<file path="src/rtl/lock_pkg.sv">
package lock_pkg;

  localparam int NumSteps = 3;
  localparam int StateW   = NumSteps + 1;

  typedef enum logic [StateW-1:0] {
    ST_ERR  = 4'b0000,
    ST_S1   = 4'b0001,
    ST_S2   = 4'b0010,
    ST_S3   = 4'b0100,
    ST_OPEN = 4'b1000
  } lockState_e;

  // strobes from control to datapath
  typedef struct packed {
    logic [NumSteps-1:0] wordSel;
  } lockCtrl_t;

endpackage

</file>
<file path="src/rtl/lock_datapath.sv">
module lock_datapath
  import lock_pkg::*;
#(
  parameter int W    = 4,
  parameter int IdxW = 2
) (
  input  logic            clk,
  input  logic            rst,
  input  logic            cfgWrEn,
  input  logic [IdxW-1:0] cfgWrIdx,
  input  logic [W-1:0]    cfgWrData,
  input  logic [W-1:0]    keyValue,
  input  lockCtrl_t       ctrl,
  output logic            match
);

  logic [NumSteps-1:0][W-1:0] wordMem;
  logic [NumSteps-1:0][W-1:0] wordGated;
  logic [W-1:0]               selWord;

  for (genvar g = 0; g < NumSteps; g++) begin : g_word
    always_ff @(posedge clk) begin
      if (rst && cfgWrEn && (cfgWrIdx == IdxW'(g))) begin
        wordMem[g] <= cfgWrData;
      end
    end
    assign wordGated[g] = wordMem[g] & {W{ctrl.wordSel[g]}};
  end

  always_comb begin
    selWord = '0;
    for (int i = 0; i < NumSteps; i++) begin
      selWord = selWord | wordGated[i];
    end
  end

  assign match = (|ctrl.wordSel) && (selWord == keyValue);

  // control never selects two words at once
  p_sel_onehot_r6: assert property (@(posedge clk) disable iff (rst)
    $onehot0(ctrl.wordSel));

  // stored words cannot change while reset is low
  p_word_frozen_r7: assert property (@(posedge clk) disable iff (rst)
    cfgWrEn |=> $stable(wordMem));

endmodule

</file>
<file path="src/rtl/lock_control.sv">
module lock_control
  import lock_pkg::*;
(
  input  logic      clk,
  input  logic      rst,
  input  logic      keyValid,
  input  logic      match,
  output lockCtrl_t ctrl,
  output logic      isOpen
);

  lockState_e curState;
  lockState_e nxtState;
  logic       inStep;

  assign inStep = |curState[NumSteps-1:0];

  always_comb begin
    nxtState = curState;
    if (inStep && keyValid) begin
      nxtState = match ? lockState_e'({curState[NumSteps-1:0], 1'b0}) : ST_ERR;
    end
  end

  always_ff @(posedge clk) begin
    if (rst) begin
      curState <= ST_S1;
    end else begin
      curState <= nxtState;
    end
  end

  assign ctrl.wordSel = curState[NumSteps-1:0];
  assign isOpen       = curState[NumSteps];

  // first cycle out of reset is the first step
  p_reset_first_r1: assert property (@(posedge clk) disable iff (rst)
    $past(rst) |-> (curState == ST_S1));

  // no strobe, no movement
  p_idle_hold_r2: assert property (@(posedge clk) disable iff (rst)
    (inStep && !keyValid) |=> $stable(curState));

  // a match moves one position up
  p_match_step_r3: assert property (@(posedge clk) disable iff (rst)
    (inStep && keyValid && match) |=> (curState == ($past(curState) << 1)));

  // a miss traps in error
  p_miss_err_r4: assert property (@(posedge clk) disable iff (rst)
    (inStep && keyValid && !match) |=> (curState == ST_ERR));

  // terminal states are absorbing
  p_terminal_r5: assert property (@(posedge clk) disable iff (rst)
    !inStep |=> $stable(curState));

  // encoding stays one-hot or zero
  p_state_code_r6: assert property (@(posedge clk) disable iff (rst)
    $onehot0(curState));

endmodule

</file>
<file path="src/rtl/seq_lock.sv">
module seq_lock
  import lock_pkg::*;
#(
  parameter int W = 4
) (
  input  logic         clk,
  input  logic         rst,
  input  logic         cfgWrEn,
  input  logic [1:0]   cfgWrIdx,
  input  logic [W-1:0] cfgWrData,
  input  logic         keyValid,
  input  logic [W-1:0] keyValue,
  output logic         isOpen,
  output logic [2:0]   muxSel
);

  localparam int IdxW = $clog2(NumSteps + 1);

  lockCtrl_t ctrl;
  logic      match;

  lock_datapath #(.W(W), .IdxW(IdxW)) datapath_i (
    .clk       (clk),
    .rst       (rst),
    .cfgWrEn   (cfgWrEn),
    .cfgWrIdx  (cfgWrIdx),
    .cfgWrData (cfgWrData),
    .keyValue  (keyValue),
    .ctrl      (ctrl),
    .match     (match)
  );

  lock_control control_i (
    .clk      (clk),
    .rst      (rst),
    .keyValid (keyValid),
    .match    (match),
    .ctrl     (ctrl),
    .isOpen   (isOpen)
  );

  assign muxSel = ctrl.wordSel;

endmodule

</file>
<file path="config.mk">
export PLATFORM = sky130hd
export DESIGN_NAME = seq_lock
export DESIGN_NICKNAME = d
export VERILOG_FILES = /design/src/rtl/lock_pkg.sv /design/src/rtl/lock_datapath.sv /design/src/rtl/lock_control.sv /design/src/rtl/seq_lock.sv
export SDC_FILE = /design/constraint.sdc
export NUM_CORES = 1
export LEC_CHECK = 0
export ABC_AREA = 0
export BUFFER_PORTS_ARGS = -buffer_cell sky130_fd_sc_hd__buf_2
export CAP_MARGIN = 10
export CORE_MARGIN = 2
export CORE_UTILIZATION = 40
export DETAILED_ROUTE_END_ITERATION = 10
export PLACE_DENSITY = 0.66
export SKIP_LAST_GASP = 1
export SLEW_MARGIN = 10
export SYNTH_ARGS = -nofsm -noshare
export SYNTH_HDL_FRONTEND = slang
export SYNTH_SLANG_ARGS = --single-unit
</file>
<file path="constraint.sdc">
create_clock -name clk -period 3.1 [get_ports clk]
set_input_delay 0.155 -clock clk [delete_from_list [all_inputs] [get_ports clk]]
set_output_delay 0.155 -clock clk [all_outputs]
set_load 0.005 [all_outputs]
</file>
# After elaboration in Yosys (flattened, before gate mapping)
# Cells that the tools add are included.
dict set report word_totals {
  rom_bits 0
  memories 0
  latch_bits 0
  ramBits 0
  ff_bits 16
  wordCells 21
}
dict set report op_classes {
  shift 0
  div_mod_pow 0
  n_reduce_logical 8
  add_sub_neg 0
  muxes 1
  n_bitwise 5
  n_mul 0
  n_eq_ne 3
  magnitude_cmp 0
}
# op count
set ops {}
lappend ops {{4-bit bitwise AND} 3}
lappend ops {{4-bit bitwise OR} 2}
lappend ops {{1-bit logical AND} 6}
lappend ops {{4-bit == test} 1}
lappend ops {{4-bit 2-to-1 mux} 1}
lappend ops {{3-bit OR reduction} 1}
lappend ops {{2-bit by 1-bit == test with 1-bit output (second input constant)} 1}
lappend ops {{2-bit == test (second input constant)} 1}
lappend ops {{2-bit logical NOT} 1}

# Depth between registers and ports, before layout
dict set report logic_depth {
  ltp_word 6
  mapped_depth 4
}

# Hierarchy
# A second synthesis with hierarchy kept.
dict set report hier_totals {
  cells_unflattened 42
  area_unflattened_um2 630.6
}
# mod seq_area_each_um2 cells_per_inst instances area_per_inst_um2
set modules_own_cells {}
lappend modules_own_cells {lock_datapath 360.3 26 1 478.0}
lappend modules_own_cells {lock_control 80.1 16 1 152.6}

# Worst setup path before layout
# OpenSTA, ideal clock, no wires.
dict set report synth_path {
  path_type {register to register}
  startpoint {register control_i.curState[2]}
  endpoint {register control_i.curState[1]}
  setup_slack_ns 1.789
  stages_incl_launch_ff 5
  arrival_time_ns 1.224
  required_ns 3.013
  path_cell_list {dfxtp_1 a222oi_1 xor2_1 nand4_1 o31ai_1}
}
dict set report synth_between {
  elab_chain_cells 5
  word_cells_on_any_way 7
  cone_classes {1 x eq/ne; 1 x mux; 2 x bitwise; 3 x reduce/logical}
}
# item line_no
set synth_lines {}
lappend synth_lines {{start: declaration} lock_control.sv:12} ;# lockState_e curState;
lappend synth_lines {{start signal: assignment} lock_control.sv:29} ;# curState <= nxtState;
lappend synth_lines {{4-bit bitwise AND} lock_datapath.sv:27} ;# assign wordGated[g] = wordMem[g] & {W{ctrl.wordSel[g]}};
lappend synth_lines {{4-bit bitwise OR} lock_datapath.sv:33} ;# selWord = selWord | wordGated[i];
lappend synth_lines {{4-bit == test} lock_datapath.sv:37} ;# assign match = (|ctrl.wordSel) && (selWord == keyValue);
lappend synth_lines {{1-bit logical AND} lock_datapath.sv:37}
lappend synth_lines {{4-bit 2-to-1 mux} lock_control.sv:21} ;# nxtState = match ? lockState_e'({curState[NumSteps-1:0], 1'b0}) : ST_ERR;
# Parallel ways exist; a longest one is shown, timed or not.
# A chain may end at the register's enable or synchronous reset.

# Worst setup path after layout
dict set report layout_path {
  startpoint {register control_i.curState[0]}
  endpoint {register control_i.curState[1]}
}
dict set report layout_between {
  elab_chain_cells 6
  word_cells_on_any_way 8
  cone_classes {1 x eq/ne; 1 x mux; 3 x bitwise; 3 x reduce/logical}
}
# item line_no
set layout_lines {}
lappend layout_lines {{4-bit bitwise AND} lock_datapath.sv:27}
lappend layout_lines {{4-bit bitwise OR (2 in series)} lock_datapath.sv:33}
lappend layout_lines {{4-bit == test} lock_datapath.sv:37}
lappend layout_lines {{1-bit logical AND} lock_datapath.sv:37}
lappend layout_lines {{4-bit 2-to-1 mux} lock_control.sv:21}
# Parallel ways exist; a longest one is shown, timed or not.

==> summary.md <==
| Metric | Value |
|---|---|
| Status | `finished, final reports clean` |
| CTS Buffer Depth | `2` |
| Synth Warn # | `0` |
| Final Setup Violations | `0` |
| Worst setup margin | `1.60 ns` |
| CTS tree | `built` |
| DRT Wirelength | `~1100 um` |
| Final Slew Violations | `0` |
| Multi-input gate area in the final layout | `176 um^2` |
| Max-slew headroom | `0.527` |
| Core Rows | `14` |
| Synth cell types | `12` |
| Yosys top cell area share | `0.581` |
| Via density | `roughly 5.4` |
| Chip height | `roughly 43 um` |
| Post-Place Worst Slack | `~1.6 ns` |
| Initial antenna violation count | `0` |
| Most used DFF post-synth | `edfxtp_1` |
| Required @ worst endpoint | `between 3 and 4 ns` |
| Most frequent cell after synthesis | `edfxtp_1` |
| Synth Area per Inst | `about 15 um^2` |
| Total core area | `around 0.0015 mm^2` |
| Synth top area cells | `edfxtp_1 (58%), dfxtp_1 (13%), a222oi_1 (6.5%)` |
| Crit start category | `register` |
| Detailed Routing Iterations Pass 1 | `4` |
| Setup TNS Final | `0 ns` |
| Crit path time final | `between 1.5 and 2 ns` |
| WS Path Type | `register to register` |
| Die area | `~0.0019 mm^2` |
| # DRC | `0` |
| Cts repair resizes | `0` |
| Seq cells post-synth | `16` |
| Register area | `~440 um^2` |
| Clk sinks | `16` |
| First-pass GRT wire length | `around 1800 um` |
| Max Clock Skew | `about 0.0056 ns` |
| GRT Util Overall | `0.135` |
| Vias in the first global route | `roughly 430` |
| Leak | `0.282 nW` |
| Post-synth EDFFs | `12` |
| CP Max Fanout | `8` |
| Non-Filler Instances | `78` |
| Number of filler cells placed in the layout | `140` |
| Vias | `around 430` |
| Area grow syn2layout | `21.2%` |
| Num CTS Buffers | `3` |
| Post-route core utilization | `0.511` |
| Power Density | `just over 500 mW/mm^2` |
| Port bufs | `17` |
| Max-cap viol count | `0` |
| Largest net degree at the start of global routing | `10` |
| Detailed placement HPWL | `831 um` |
| Post-CTS setup buffers | `0` |
| Dpl cells | `between 70 and 80` |
| CP endpoint kind | `register` |
| Starting Density | `0.422` |
| Clk slew on worst S/H paths | `approximately 0.09 ns` |
| Hold Fails Final Rpt | `0` |
| Mapped Nets | `55` |
| H-tree levels | `1` |
| Top Ports | `18` |
| Synth area leader | `edfxtp_1` |
| Fmax | `around 0.66 GHz` |
| Hold Path Class | `input pin to register` |
| Grt ovf | `0` |
| Detailed Route Iter0 Violations | `28` |
| Total power | `around 0.38 mW` |
| CP arrival | `between 1.5 and 2 ns` |
| Clk root buf | `clkbuf_4` |
| Hold-fix buffers, CTS | `0` |
| Remaining antenna violation count | `0` |
| Post-synthesis cell area | `621 um^2` |
| Layout Nets | `77` |
| Die width | `43.4 um` |
| Fraction of layout cells with a size suffix above 1 | `0.323` |
| Fraction of registers with async set/reset | `0` |
| Register area share after synthesis | `0.710` |
| RSZ-0062 raised after global routing | `no` |
| Wire length per cell | `13.9 um` |
| Mapped Cells | `41` |
| GPL Wtd Cong | `0.813` |
| Peak VDD IR | `between 0.2 and 0.3 mV` |
| Period utilization | `0.485` |
| Latest clock arrival within the worst-skew pair | `roughly 0.28 ns` |
| Least-Margin Pin Slew | `~0.71 ns` |
| Antenna Cells | `0` |
## worst max-delay path: stages (launching register included)
cell and delay, ns:
dfxtp_1 0.39, a222oi_1 0.41, xor2_1 0.21, nand4_1 0.16
o31ai_1 0.26
## kinds of logic after synthesis
family | after synthesis | share of synthesized area
buf+inv | 1 | 0.00604
xor+xnor | 4 | 0.0564
compound gates | 9 | 0.125
simple gates | 11 | 0.103
flops | 16 | 0.710
## state kept, by name (all words and copies together), names as in the netlist
| register | count |
|---|---|
| control_i.curState | 4 |
| datapath_i.wordMem | 12 |
## metal layers
| layer | wire [um] | GRT usage | share of wire |
|---|---|---|---|
| met5 | 0 | 0 | 0 |
| met1 | 466 | 0.171 | 0.43 |
| met4 | 0 | 0.0545 | 0 |
| met3 | 73 | 0.0417 | 0.067 |
| met2 | 545 | 0.218 | 0.50 |
## layout by cell type, fill, tap and decap left out
master and n:
a21o_1 1, xor2_1 4, clkbuf_4 3, inv_1 1, nand2_1 4, nor3_1 1, dfxtp_1 4, nand4_1 1
clkinv_1 1, nand3b_1 3, o31ai_1 4, nor3b_1 2, buf_2 17, a222oi_1 4, edfxtp_1 12
## per-stage QoR
step	hold WS [ns]	cell area (um^2)
final	0.0644	752
after global routing	0.0565	752
after CTS	0.0601	752
after detailed placement	0.359	726
after global placement	0.357	726
after floorplan	0.241	621
## power breakdown
part	internal, mW	leakage [nW]	switching [mW]
registers	0.236	0.142	0.00352
clock network	0.0467	0.0154	0.0641
logic	0.0138	0.125	0.0136
total	0.297	0.282	0.0813
## worst paths after layout
path / startpoint / end / slack [ns] / cells after the start
max reg2reg: control_i.curState[0]$_SDFFE_PP1P_ / control_i.curState[1]$_SDFFE_PP0P_ / 1.60 / 4
max: control_i.curState[0]$_SDFFE_PP1P_ / control_i.curState[1]$_SDFFE_PP0P_ / 1.60 / 4
min: cfgWrData[3] / datapath_i.wordMem[7]$_DFFE_PP_ / 0.06 / 1
min reg2reg: control_i.curState[3]$_SDFFE_PP0P_ / control_i.curState[3]$_SDFFE_PP0P_ / 0.48 / 2
## cell type report
class	count	area share
inverters	1	0.00499
repair buffers	17	0.113
clock buffers	3	0.0300
multi-input cells	24	0.235
well taps	16	0.0266
clock inverters	1	0.00499
flip-flops and latches	16	0.586
(Power assumes the default switching activity.)
